--- config.mk ---
export PLATFORM = sky130hd
export DESIGN_NAME = ecc_flt_inject
export DESIGN_NICKNAME = d
export VERILOG_FILES = /design/src/rtl/ecc_fi_pkg.sv /design/src/rtl/ecc_fi_cfg_regs.sv /design/src/rtl/ecc_fi_sync_fsm.sv /design/src/rtl/ecc_fi_flip.sv /design/src/rtl/ecc_flt_inject.sv
export SDC_FILE = /design/constraint.sdc
export NUM_CORES = 1
export LEC_CHECK = 0
export BUFFER_PORTS_ARGS = -buffer_cell sky130_fd_sc_hd__buf_4
export CAP_MARGIN = 20
export CORE_ASPECT_RATIO = 1.1
export CORE_UTILIZATION = 47
export DETAILED_ROUTE_END_ITERATION = 8
export PLACE_DENSITY = 0.76
export SETUP_SLACK_MARGIN = 0.05
export SYNTH_ARGS = -nofsm -noshare
export SYNTH_HDL_FRONTEND = slang
export SYNTH_SLANG_ARGS = --single-unit
export TNS_END_PERCENT = 20
--- constraint.sdc ---
create_clock -name clk -period 1.84 [get_ports clk]
set_input_delay 0.368 -clock clk [delete_from_list [all_inputs] [get_ports clk]]
set_output_delay 0.368 -clock clk [all_outputs]
set_load 0.02 [all_outputs]
--- src/rtl/ecc_fi_pkg.sv ---
package ecc_fi_pkg;

    // Transfer controller states
    typedef enum logic [1:0] {
        FI_IDLE    = 2'd0,
        FI_PENDING = 2'd1,
        FI_XFER    = 2'd2
    } fi_state_e;

    // Configuration register select codes
    typedef enum logic [1:0] {
        SEL_ADDR  = 2'd0,
        SEL_DMASK = 2'd1,
        SEL_CMASK = 2'd2,
        SEL_CTRL  = 2'd3
    } cfg_sel_e;

endpackage

--- src/rtl/ecc_fi_cfg_regs.sv ---
module ecc_fi_cfg_regs
    import ecc_fi_pkg::*;
#(
    parameter int ADDR_W = 12,
    parameter int DATA_W = 64,
    parameter int CHK_W  = 8,
    localparam int TOT_W = DATA_W + CHK_W
) (
    input  logic              clk,
    input  logic              rst_n,
    input  logic              cfg_we,
    input  logic [1:0]        cfg_sel,
    input  logic [DATA_W-1:0] cfg_wdata,
    output logic [ADDR_W-1:0] sh_addr,
    output logic [TOT_W-1:0]  sh_mask,
    output logic              sh_en
);

    // Shadow set: written by software, not yet visible to the write path
    always_ff @(posedge clk or negedge rst_n) begin
        if (!rst_n) begin
            sh_addr <= '0;
            sh_mask <= '0;
            sh_en   <= 1'b0;
        end else if (cfg_we) begin
            unique case (cfg_sel_e'(cfg_sel))
                SEL_ADDR:  sh_addr                 <= cfg_wdata[ADDR_W-1:0];
                SEL_DMASK: sh_mask[DATA_W-1:0]     <= cfg_wdata;
                SEL_CMASK: sh_mask[TOT_W-1:DATA_W] <= cfg_wdata[CHK_W-1:0];
                SEL_CTRL:  sh_en                   <= cfg_wdata[0];
            endcase
        end
    end

endmodule

--- src/rtl/ecc_fi_sync_fsm.sv ---
module ecc_fi_sync_fsm
    import ecc_fi_pkg::*;
#(
    parameter int ADDR_W      = 12,
    parameter int TOT_W       = 72,
    parameter int SYNC_CYCLES = 3,
    localparam int CNT_W      = $clog2(SYNC_CYCLES + 1)
) (
    input  logic              clk,
    input  logic              rst_n,
    input  logic              cfg_we,
    input  logic              sync_rd,
    input  logic [ADDR_W-1:0] sh_addr,
    input  logic [TOT_W-1:0]  sh_mask,
    input  logic              sh_en,
    output logic [ADDR_W-1:0] act_addr,
    output logic [TOT_W-1:0]  act_mask,
    output logic              act_en,
    output logic              sync_busy
);

    fi_state_e         state_q, state_d;
    logic [CNT_W-1:0]  cnt_q;
    logic              dirty_q;
    logic [ADDR_W-1:0] stg_addr;
    logic [TOT_W-1:0]  stg_mask;
    logic              stg_en;
    logic              start_xfer;
    logic              commit;

    // State register
    always_ff @(posedge clk or negedge rst_n) begin
        if (!rst_n) state_q <= FI_IDLE;
        else        state_q <= state_d;
    end

    // Next state
    always_comb begin
        state_d = state_q;
        unique case (state_q)
            FI_IDLE:    if (cfg_we)  state_d = FI_PENDING;
            FI_PENDING: if (sync_rd) state_d = FI_XFER;
            FI_XFER:    if (cnt_q == '0)
                            state_d = (dirty_q || cfg_we) ? FI_PENDING : FI_IDLE;
            default:    state_d = FI_IDLE;
        endcase
    end

    // State outputs
    always_comb begin
        start_xfer = 1'b0;
        commit     = 1'b0;
        sync_busy  = 1'b0;
        unique case (state_q)
            FI_IDLE:    ;
            FI_PENDING: start_xfer = sync_rd;
            FI_XFER: begin
                sync_busy = 1'b1;
                commit    = (cnt_q == '0);
            end
            default:    ;
        endcase
    end

    // Transfer timer and re-pend flag
    always_ff @(posedge clk or negedge rst_n) begin
        if (!rst_n) begin
            cnt_q   <= '0;
            dirty_q <= 1'b0;
        end else begin
            if (start_xfer)                  cnt_q <= CNT_W'(SYNC_CYCLES - 1);
            else if (sync_busy && cnt_q != '0) cnt_q <= cnt_q - 1'b1;

            if (start_xfer)                  dirty_q <= cfg_we;
            else if (commit)                 dirty_q <= 1'b0;
            else if (sync_busy && cfg_we)    dirty_q <= 1'b1;
        end
    end

    // Staging snapshot at transfer start, active set at transfer end
    always_ff @(posedge clk or negedge rst_n) begin
        if (!rst_n) begin
            stg_addr <= '0;
            stg_mask <= '0;
            stg_en   <= 1'b0;
            act_addr <= '0;
            act_mask <= '0;
            act_en   <= 1'b0;
        end else begin
            if (start_xfer) begin
                stg_addr <= sh_addr;
                stg_mask <= sh_mask;
                stg_en   <= sh_en;
            end
            if (commit) begin
                act_addr <= stg_addr;
                act_mask <= stg_mask;
                act_en   <= stg_en;
            end
        end
    end

    // Checker: consecutive busy cycles seen so far
    logic [CNT_W:0] run_q;
    always_ff @(posedge clk or negedge rst_n) begin
        if (!rst_n)         run_q <= '0;
        else if (sync_busy) run_q <= run_q + 1'b1;
        else                run_q <= '0;
    end

    assert_busy_bounded_R7: assert property (@(posedge clk) disable iff (!rst_n)
        sync_busy |-> (run_q < (CNT_W+1)'(SYNC_CYCLES)));

    assert_active_frozen_R6: assert property (@(posedge clk) disable iff (!rst_n)
        !$past(sync_busy) |-> $stable({act_en, act_addr, act_mask}));

    assert_idle_sync_R8: assert property (@(posedge clk) disable iff (!rst_n)
        (state_q == FI_IDLE && sync_rd) |=> !sync_busy);

endmodule

--- src/rtl/ecc_fi_flip.sv ---
module ecc_fi_flip #(
    parameter int ADDR_W = 12,
    parameter int DATA_W = 64,
    parameter int CHK_W  = 8,
    localparam int BYTES = DATA_W / 8,
    localparam int TOT_W = DATA_W + CHK_W
) (
    input  logic              clk,
    input  logic              rst_n,
    input  logic              wr_en,
    input  logic [ADDR_W-1:0] wr_addr,
    input  logic [BYTES-1:0]  wr_be,
    input  logic [DATA_W-1:0] wr_data,
    input  logic [CHK_W-1:0]  wr_chk,
    input  logic [ADDR_W-1:0] act_addr,
    input  logic [TOT_W-1:0]  act_mask,
    input  logic              act_en,
    output logic [TOT_W-1:0]  st_word
);

    logic             hit;
    logic [TOT_W-1:0] eff_mask;
    logic [TOT_W-1:0] raw_word;

    assign raw_word = {wr_chk, wr_data};
    assign hit      = wr_en && act_en && (wr_addr == act_addr);

    // Per-byte gating of the data part of the flip mask
    for (genvar b = 0; b < BYTES; b++) begin : g_byte
        assign eff_mask[b*8 +: 8] = act_mask[b*8 +: 8] & {8{wr_be[b]}};

        assert_masked_byte_R5: assert property (@(posedge clk) disable iff (!rst_n)
            (wr_en && !wr_be[b]) |-> (st_word[b*8 +: 8] == wr_data[b*8 +: 8]));
    end

    // Check bits change only on a full-word write
    assign eff_mask[TOT_W-1:DATA_W] = act_mask[TOT_W-1:DATA_W] & {CHK_W{&wr_be}};

    assign st_word = hit ? (raw_word ^ eff_mask) : raw_word;

endmodule

--- src/rtl/ecc_flt_inject.sv ---
module ecc_flt_inject #(
    parameter int ADDR_W      = 12,
    parameter int DATA_W      = 64,
    parameter int CHK_W       = 8,
    parameter int SYNC_CYCLES = 3,
    localparam int BYTES      = DATA_W / 8,
    localparam int TOT_W      = DATA_W + CHK_W
) (
    input  logic              clk,
    input  logic              rst_n,
    input  logic              cfg_we,
    input  logic [1:0]        cfg_sel,
    input  logic [DATA_W-1:0] cfg_wdata,
    input  logic              sync_rd,
    output logic              sync_busy,
    input  logic              wr_en,
    input  logic [ADDR_W-1:0] wr_addr,
    input  logic [BYTES-1:0]  wr_be,
    input  logic [DATA_W-1:0] wr_data,
    input  logic [CHK_W-1:0]  wr_chk,
    output logic              mem_we,
    output logic [ADDR_W-1:0] mem_addr,
    output logic [TOT_W-1:0]  mem_wdata
);

    logic [ADDR_W-1:0] sh_addr, act_addr;
    logic [TOT_W-1:0]  sh_mask, act_mask;
    logic              sh_en, act_en;

    ecc_fi_cfg_regs #(
        .ADDR_W(ADDR_W), .DATA_W(DATA_W), .CHK_W(CHK_W)
    ) u_cfg (
        .clk(clk), .rst_n(rst_n),
        .cfg_we(cfg_we), .cfg_sel(cfg_sel), .cfg_wdata(cfg_wdata),
        .sh_addr(sh_addr), .sh_mask(sh_mask), .sh_en(sh_en)
    );

    ecc_fi_sync_fsm #(
        .ADDR_W(ADDR_W), .TOT_W(TOT_W), .SYNC_CYCLES(SYNC_CYCLES)
    ) u_sync (
        .clk(clk), .rst_n(rst_n),
        .cfg_we(cfg_we), .sync_rd(sync_rd),
        .sh_addr(sh_addr), .sh_mask(sh_mask), .sh_en(sh_en),
        .act_addr(act_addr), .act_mask(act_mask), .act_en(act_en),
        .sync_busy(sync_busy)
    );

    ecc_fi_flip #(
        .ADDR_W(ADDR_W), .DATA_W(DATA_W), .CHK_W(CHK_W)
    ) u_flip (
        .clk(clk), .rst_n(rst_n),
        .wr_en(wr_en), .wr_addr(wr_addr), .wr_be(wr_be),
        .wr_data(wr_data), .wr_chk(wr_chk),
        .act_addr(act_addr), .act_mask(act_mask), .act_en(act_en),
        .st_word(mem_wdata)
    );

    assign mem_we   = wr_en;
    assign mem_addr = wr_addr;

    assert_addr_mirror_R10: assert property (@(posedge clk) disable iff (!rst_n)
        (mem_addr == wr_addr) && (mem_we == wr_en));

    assert_no_inject_disarmed_R4: assert property (@(posedge clk) disable iff (!rst_n)
        !act_en |-> (mem_wdata == {wr_chk, wr_data}));

    assert_miss_passthru_R2: assert property (@(posedge clk) disable iff (!rst_n)
        (wr_addr != act_addr) |-> (mem_wdata == {wr_chk, wr_data}));

endmodule

==> run summary, run 1 <==
Hold WS = 35.5 ps
critical path startpoint category = register
clock-pin slew on the worst setup and hold paths = 60 ps
sequential share of power = 41.0%
final hold violation count = 0
Final Core Density = 69.8%
CP Data Required Time = 1470 ps
Max H-tree Level = 1
clock root cell = clkbuf_16
IO Pins = 249
power density over the cells = 1270 mW/mm2
GPL Wtd Cong = 0.754
Logic pwr share = 34.0%
Post-synth EDFFs = 0
Int Power = 0.0154 W
cell count along the critical path = 9
Leakage = 8.30 nW
Initial Util = 47.9%
crit path max fanout = 22
total power = 0.0223 W
flop-to-flop setup slack = 230 ps
hpwl dp = 20,100 um
Least-Margin Pin Slew = 524 ps
CP endpoint kind = primary output
Synth Register Bits = 260
routed len/inst = 20.2 um
yosys warns = 0
DIE AREA = 0.0264 mm2
Mean Syn Cell Area = 14.1 um2
synth top area cells = dfrtp_1 (54%), mux2_2 (24%), nor4_2 (5.8%), xor2_1 (5.2%), nand4_1 (3.9%)
Synth Instances = 856
largest net degree at the start of global routing = 62
HP Class = in2reg
Max-cap violations = 0
FMAX = 358 MHz
Port Buffers = 248
crit path to = mem_wdata[16]
Synth top cells by count = dfrtp_1 (260), mux2_2 (255), nand4_1 (75)
Initial DRT Pass Iterations = 4
Clk pwr share = 25.0%
Final min period = 2800 ps
top-area cell type share of the netlist area = 53.8%
initial drt markers = 319
failing checks = negative setup slack
CP max-delay cell = dfrtp_1
VDD IR max = 0.000930 V
CTS tree = done
Max stage delay on crit path = 390 ps
Core Region = 0.0253 mm2
Tcrit/Tclk final = 152%
worst-skew pair later-pin latency = 530 ps
cell family with the largest share of critical-path delay = buffers and inverters
crit path DAT = 2430 ps
synth-to-layout area growth = 45.9%
CP Class = reg2out
final setup vio count = 72
share of layout cells above drive strength 1 = 68.2%
async set-reset flop share out of synthesis = 100%
Num CTS Buffers = 27
ys flop type = dfrtp_1
vias in the first global route = 8,804
crit path buf inv count = 5
first-pass GRT wire length = 48,800 um
R2R cell count = 5
Avg Vias per Cell = 5.38
Crit. Startpoint = u_sync.act_addr[1]
most frequent cell after synthesis = dfrtp_1
Core Rows = 61
# fillers = 1,671
total global-route track usage = 23.9%
Detail Route Antenna Nets = 0
outcome = complete, but fails checks
Final #Nets = 1,353
GRT Residual Overflow = 0
Area after DPL = 0.0156 mm2
Yosys cell types = 31
Syn Nets = 1,020
antenna violations before repair = 0
final slew viol count = 0
Sw Share = 31.2%
crit-path cells = xnor2_1 -> nand4_1 -> buf_6 -> buf_12 -> buf_12 -> nor4_4 -> buf_4 -> xor2_2 -> buf_6
drt drc = 0
Worst Slack Setup Final = -956 ps
WL final = 31,400 um
Setup Total Neg Slack = -64,360 ps
via count = 8,372
r2r endpoint = u_sync.act_mask[32]
Max Buffers Root-to-Sink = 3
Die H = 170 um
clock skew = 10.9 ps
mapped cell area = 0.0121 mm2
post-synth top area cell = dfrtp_1
Die Span X = 155 um
Final Cell Area = 0.0176 mm2
Worst slew margin = 65.0%
NetSw = 0.00696 W
Critical R2R Launch = u_sync.cnt_q[0]
clk sinks = 260
sequential-to-total area share from yosys stat = 53.8%
RSZ-0062 raised after global routing = true
==> registers in the layout, summed over array words and instances, names as in the netlist <==
signal           cells
u_cfg.sh_mask       72
u_sync.act_mask     72
u_sync.stg_mask     72
u_cfg.sh_addr       12
u_sync.act_addr     12
u_sync.stg_addr     12
u_sync.cnt_q         2
u_sync.state_q       2
u_cfg.sh_en          1
u_sync.act_en        1
u_sync.dirty_q       1
u_sync.stg_en        1
==> per-stage QoR <==
step	cells	setup WS, ps
2_1_floorplan	856	-214
3_3_place_gp	1479	-516
5_1_grt	1555	-1090
6_report	1556	-956
4_1_cts	1548	-941
3_5_place_dp	1479	-532
==> metal layers <==
layer | global-route usage [%] | vias to the layer above | wire [um]
met1 | 30.2 | 4353 | 12500
met3 | 2.88 | 45 | 1320
met4 | 7.23 | 0 | 709
li1 | - | 3734 | -
met5 | 0 | - | 0
met2 | 42.9 | 240 | 16900
==> cells by family after synthesis <==
logic type	share of synthesized area (%)
simple gates	12.1
mux	23.7
flops	53.8
compound gates	0.259
fa+ha+maj	0.103
xor+xnor	6.34
buf+inv	3.69
==> timing repair <==
action                                 CTS  global route
pin swaps                               76            21
hold buffers                             1             0
cloned                                   9             1
endpoints found under the hold margin   51             0
gates resized for setup                 99            20
buffers inserted                        10             8
setup endpoints to repair               73            73
==> worst min path at each step <==
stage	start	endpoint	slack, ps	cells past startpoint
final	sync_rd	u_sync.state_q[0]	40	2
after floorplan	rst_n	u_cfg.sh_addr[0]	70	0
after global placement	rst_n	u_cfg.sh_mask[50]	340	1
after detailed placement	rst_n	u_cfg.sh_mask[50]	350	1
after global routing	sync_rd	u_sync.state_q[0]	30	2
after CTS	sync_rd	u_sync.state_q[0]	20	2
==> power by group through the flow <==
stage | clock, W | sequential [W] | combinational, W
2_1_floorplan | 0 | 0.00877 | 0.00430
6_report | 0.00558 | 0.00916 | 0.00759
4_1_cts | 0.00569 | 0.00909 | 0.00737
3_3_place_gp | 0 | 0.00907 | 0.00601
3_5_place_dp | 0 | 0.00918 | 0.00622
5_1_grt | 0.00591 | 0.00940 | 0.00805
==> placed cells by master, fill, tap and decap left out, types with 2 or more instances in the layout <==
cell / count
buf_4: 315
dfrtp_1: 260
mux2_2: 255
nand4_1: 75
xor2_2: 62
nor4_4: 59
buf_6: 30
clkbuf_16: 28
buf_12: 24
nor4_2: 13
xor2_1: 10
xnor2_1: 9
buf_16: 8
clkbuf_1: 7
clkinv_2: 6
buf_8: 6
bufinv_16: 4
xnor2_4: 3
nand3b_1: 3
nand2b_1: 3
clkbuf_8: 3
inv_1: 2
and4_1: 2
a21oi_1: 2
nand2_1: 2
==> layout make-up <==
| cell class | instances | area (um2) | area share, % |
|---|---|---|---|
| sequential | 260 | 6510 | 36.9 |
| timing repair buffer | 386 | 3560 | 20.2 |
| inverter | 2 | 7.51 | 0.0426 |
| tap | 346 | 433 | 2.45 |
| clock inverter | 12 | 166 | 0.943 |
| multi-input combinational | 512 | 6220 | 35.3 |
| antenna | 1 | 2.50 | 0.0142 |
| clock buffer | 37 | 743 | 4.21 |
No activity file was read; power rests on OpenSTA's default activity.
==> run 2, diff against run 1 <==
--- a/config.mk
+++ b/config.mk
@@ -10,7 +10,7 @@
 export CORE_ASPECT_RATIO = 1.1
 export CORE_UTILIZATION = 47
 export DETAILED_ROUTE_END_ITERATION = 8
-export PLACE_DENSITY = 0.76
+export PLACE_DENSITY = 0.73
 export SETUP_SLACK_MARGIN = 0.05
 export SYNTH_ARGS = -nofsm -noshare
 export SYNTH_HDL_FRONTEND = slang
==> constraint.sdc (replaced) <==
create_clock -name clk -period 2.86 [get_ports clk]
set_input_delay 0.572 -clock clk [delete_from_list [all_inputs] [get_ports clk]]
set_output_delay 0.572 -clock clk [all_outputs]
set_load 0.02 [all_outputs]
==> run 2 against run 1 <==
  * The run still ends with negative setup slack left
  * Register-to-register slack gained 590 ps
  * Final area shrank 8.2%
  * Clock skew shrank 2.1 ps
  * Die area is the same
  * Combinational power shrank 43%
  * Sequential power shrank 36%
  * Critical path depth is the same
  * Sequential cell count is the same
  * Clock power shrank 35%
  * Largest power group unchanged
  * Non-clock buffer count shrank 78
  * Final cell count shrank 5.1%
  * Via count shrank 3.6%
==> run summary, run 2 (same netlist as run 1, synthesis figures left out) <==
CP endpoint kind = primary output
RSZ-0062 raised after global routing = true
Max H-tree Level = 1
vias in the first global route = 8,027
DIE AREA = 0.0264 mm2
IO Pins = 249
initial drt markers = 318
Worst Slack Setup Final = -193 ps
hpwl dp = 18,200 um
WL final = 30,200 um
final hold violation count = 0
GRT Residual Overflow = 0
via count = 8,067
Die Span X = 155 um
# hold bufs at CTS = 0
largest net degree at the start of global routing = 91
most frequent cells in the layout = buf_4 (274), dfrtp_1 (260), mux2_2 (255)
Initial DRT Pass Iterations = 4
synth-to-layout area growth = 34.0%
worst-skew pair later-pin latency = 520 ps
Tcrit/Tclk final = 107%
first-pass GRT wire length = 43,200 um
Max Buffers Root-to-Sink = 3
drt drc = 0
FMAX = 328 MHz
Final min period = 3050 ps
Setup Total Neg Slack = -6210 ps
power density over the cells = 848 mW/mm2
Core Rows = 61
clock-pin slew on the worst setup and hold paths = 60 ps
Avg Vias per Cell = 5.46
Port Buffers = 248
outcome = complete, but fails checks
biggest regs = u_cfg.sh_mask: 72 flops, u_sync.act_mask: 72 flops, u_sync.stg_mask: 72 flops
Detail Route Antenna Nets = 0
clk sinks = 260
Initial Util = 47.9%
commonest non-fill, non-tap cell in the layout = buf_4
final setup vio count = 71
Num CTS Buffers = 26
crit path max fanout = 11
share of layout cells above drive strength 1 = 60.8%
total global-route track usage = 20.9%
crit path DAT = 2480 ps
final slew viol count = 0
# fillers = 1,843
Leakage = 7.62 nW
critical path startpoint category = register
VDD IR max = 0.000488 V
CTS tree = done
routed len/inst = 20.5 um
clock skew = 8.81 ps
failing checks = negative setup slack
Core Region = 0.0253 mm2
CP Class = reg2out
Worst slew margin = 53.7%
GPL Wtd Cong = 0.750
clock root cell = clkbuf_16
Least-Margin Pin Slew = 694 ps
Die H = 170 um
Setup WS pre-CTS = 86.2 ps
antenna violations before repair = 1
Final #Nets = 1,274
CP Data Required Time = 2290 ps
Max-cap violations = 0
HP Class = in2async
## run 2: worst paths after layout
kind | from | endpoint | slack, ps | cells after the start
min in group clk | sync_rd | u_sync.state_q[0] | 250 | 2
max | u_sync.act_addr[0] | mem_wdata[70] | -190 | 9
min | rst_n | u_sync.stg_addr[1] | 0.4 | 1
max in group asynchronous | rst_n | u_cfg.sh_mask[23] | 2030 | 2
min reg2reg | u_sync.stg_mask[40] | u_sync.act_mask[40] | 500 | 1
max reg2reg | u_sync.cnt_q[0] | u_sync.act_mask[24] | 820 | 5
## run 2: metal layers
layer / global-route usage, % / part of all wire (%) / wire length (um) / vias to the layer above
met5: 0 / 0 / 0 / -
met4: 4.39 / 2.3 / 685 / 0
met3: 3.57 / 5.4 / 1630 / 46
met2: 36.8 / 51 / 15500 / 218
met1: 27.0 / 41 / 12400 / 4158
li1: - / - / - / 3645
## run 2: power by group
group          total (W)  leakage, nW  switching [W]  internal, W
logic            0.00429         4.02        0.00212      0.00217
clock network    0.00360        0.456        0.00138      0.00221
registers        0.00585         3.15       0.000749      0.00511
## run 2: timing repair
| action | in CTS | in global routing |
|---|---|---|
| setup buffers | 1 | 9 |
| gates resized for setup | 8 | 70 |
| pin swaps | 2 | 48 |
| gates cloned | 0 | 12 |
| endpoints found under the setup margin | 72 | 72 |
## run 2: stage by stage
step	utilization (%)	power [W]	area (um2)	cells	hold slack, ps
6_report	64.1	0.0137	16200	1477	0.379
4_1_cts	61.0	0.0132	15400	1455	62.2
3_3_place_gp	57.1	0.00940	14400	1406	479
2_1_floorplan	-	0.00834	12100	856	276
5_1_grt	64.1	0.0144	16200	1476	66.1
3_5_place_dp	57.1	0.00958	14400	1406	487
## run 2: worst max-delay path, stage by stage, from the launching register on
cell,delay [ps]
dfrtp_1,430
xnor2_1,170
nand4_1,130
buf_6,160
buf_12,150
buf_4,150
nor4_4,280
buf_4,170
xor2_1,150
buf_4,170
## run 2: area by class of cell
cell class / count / area, um2 / share of cell area (%)
Clock buffer: 38 / 767 / 4.73
Multi-Input combinational cell: 512 / 5640 / 34.8
Clock inverter: 10 / 150 / 0.927
Timing Repair Buffer: 308 / 2700 / 16.6
Tap cell: 346 / 433 / 2.67
Inverter: 2 / 7.51 / 0.0463
Antenna cell: 1 / 2.50 / 0.0154
Sequential cell: 260 / 6510 / 40.2
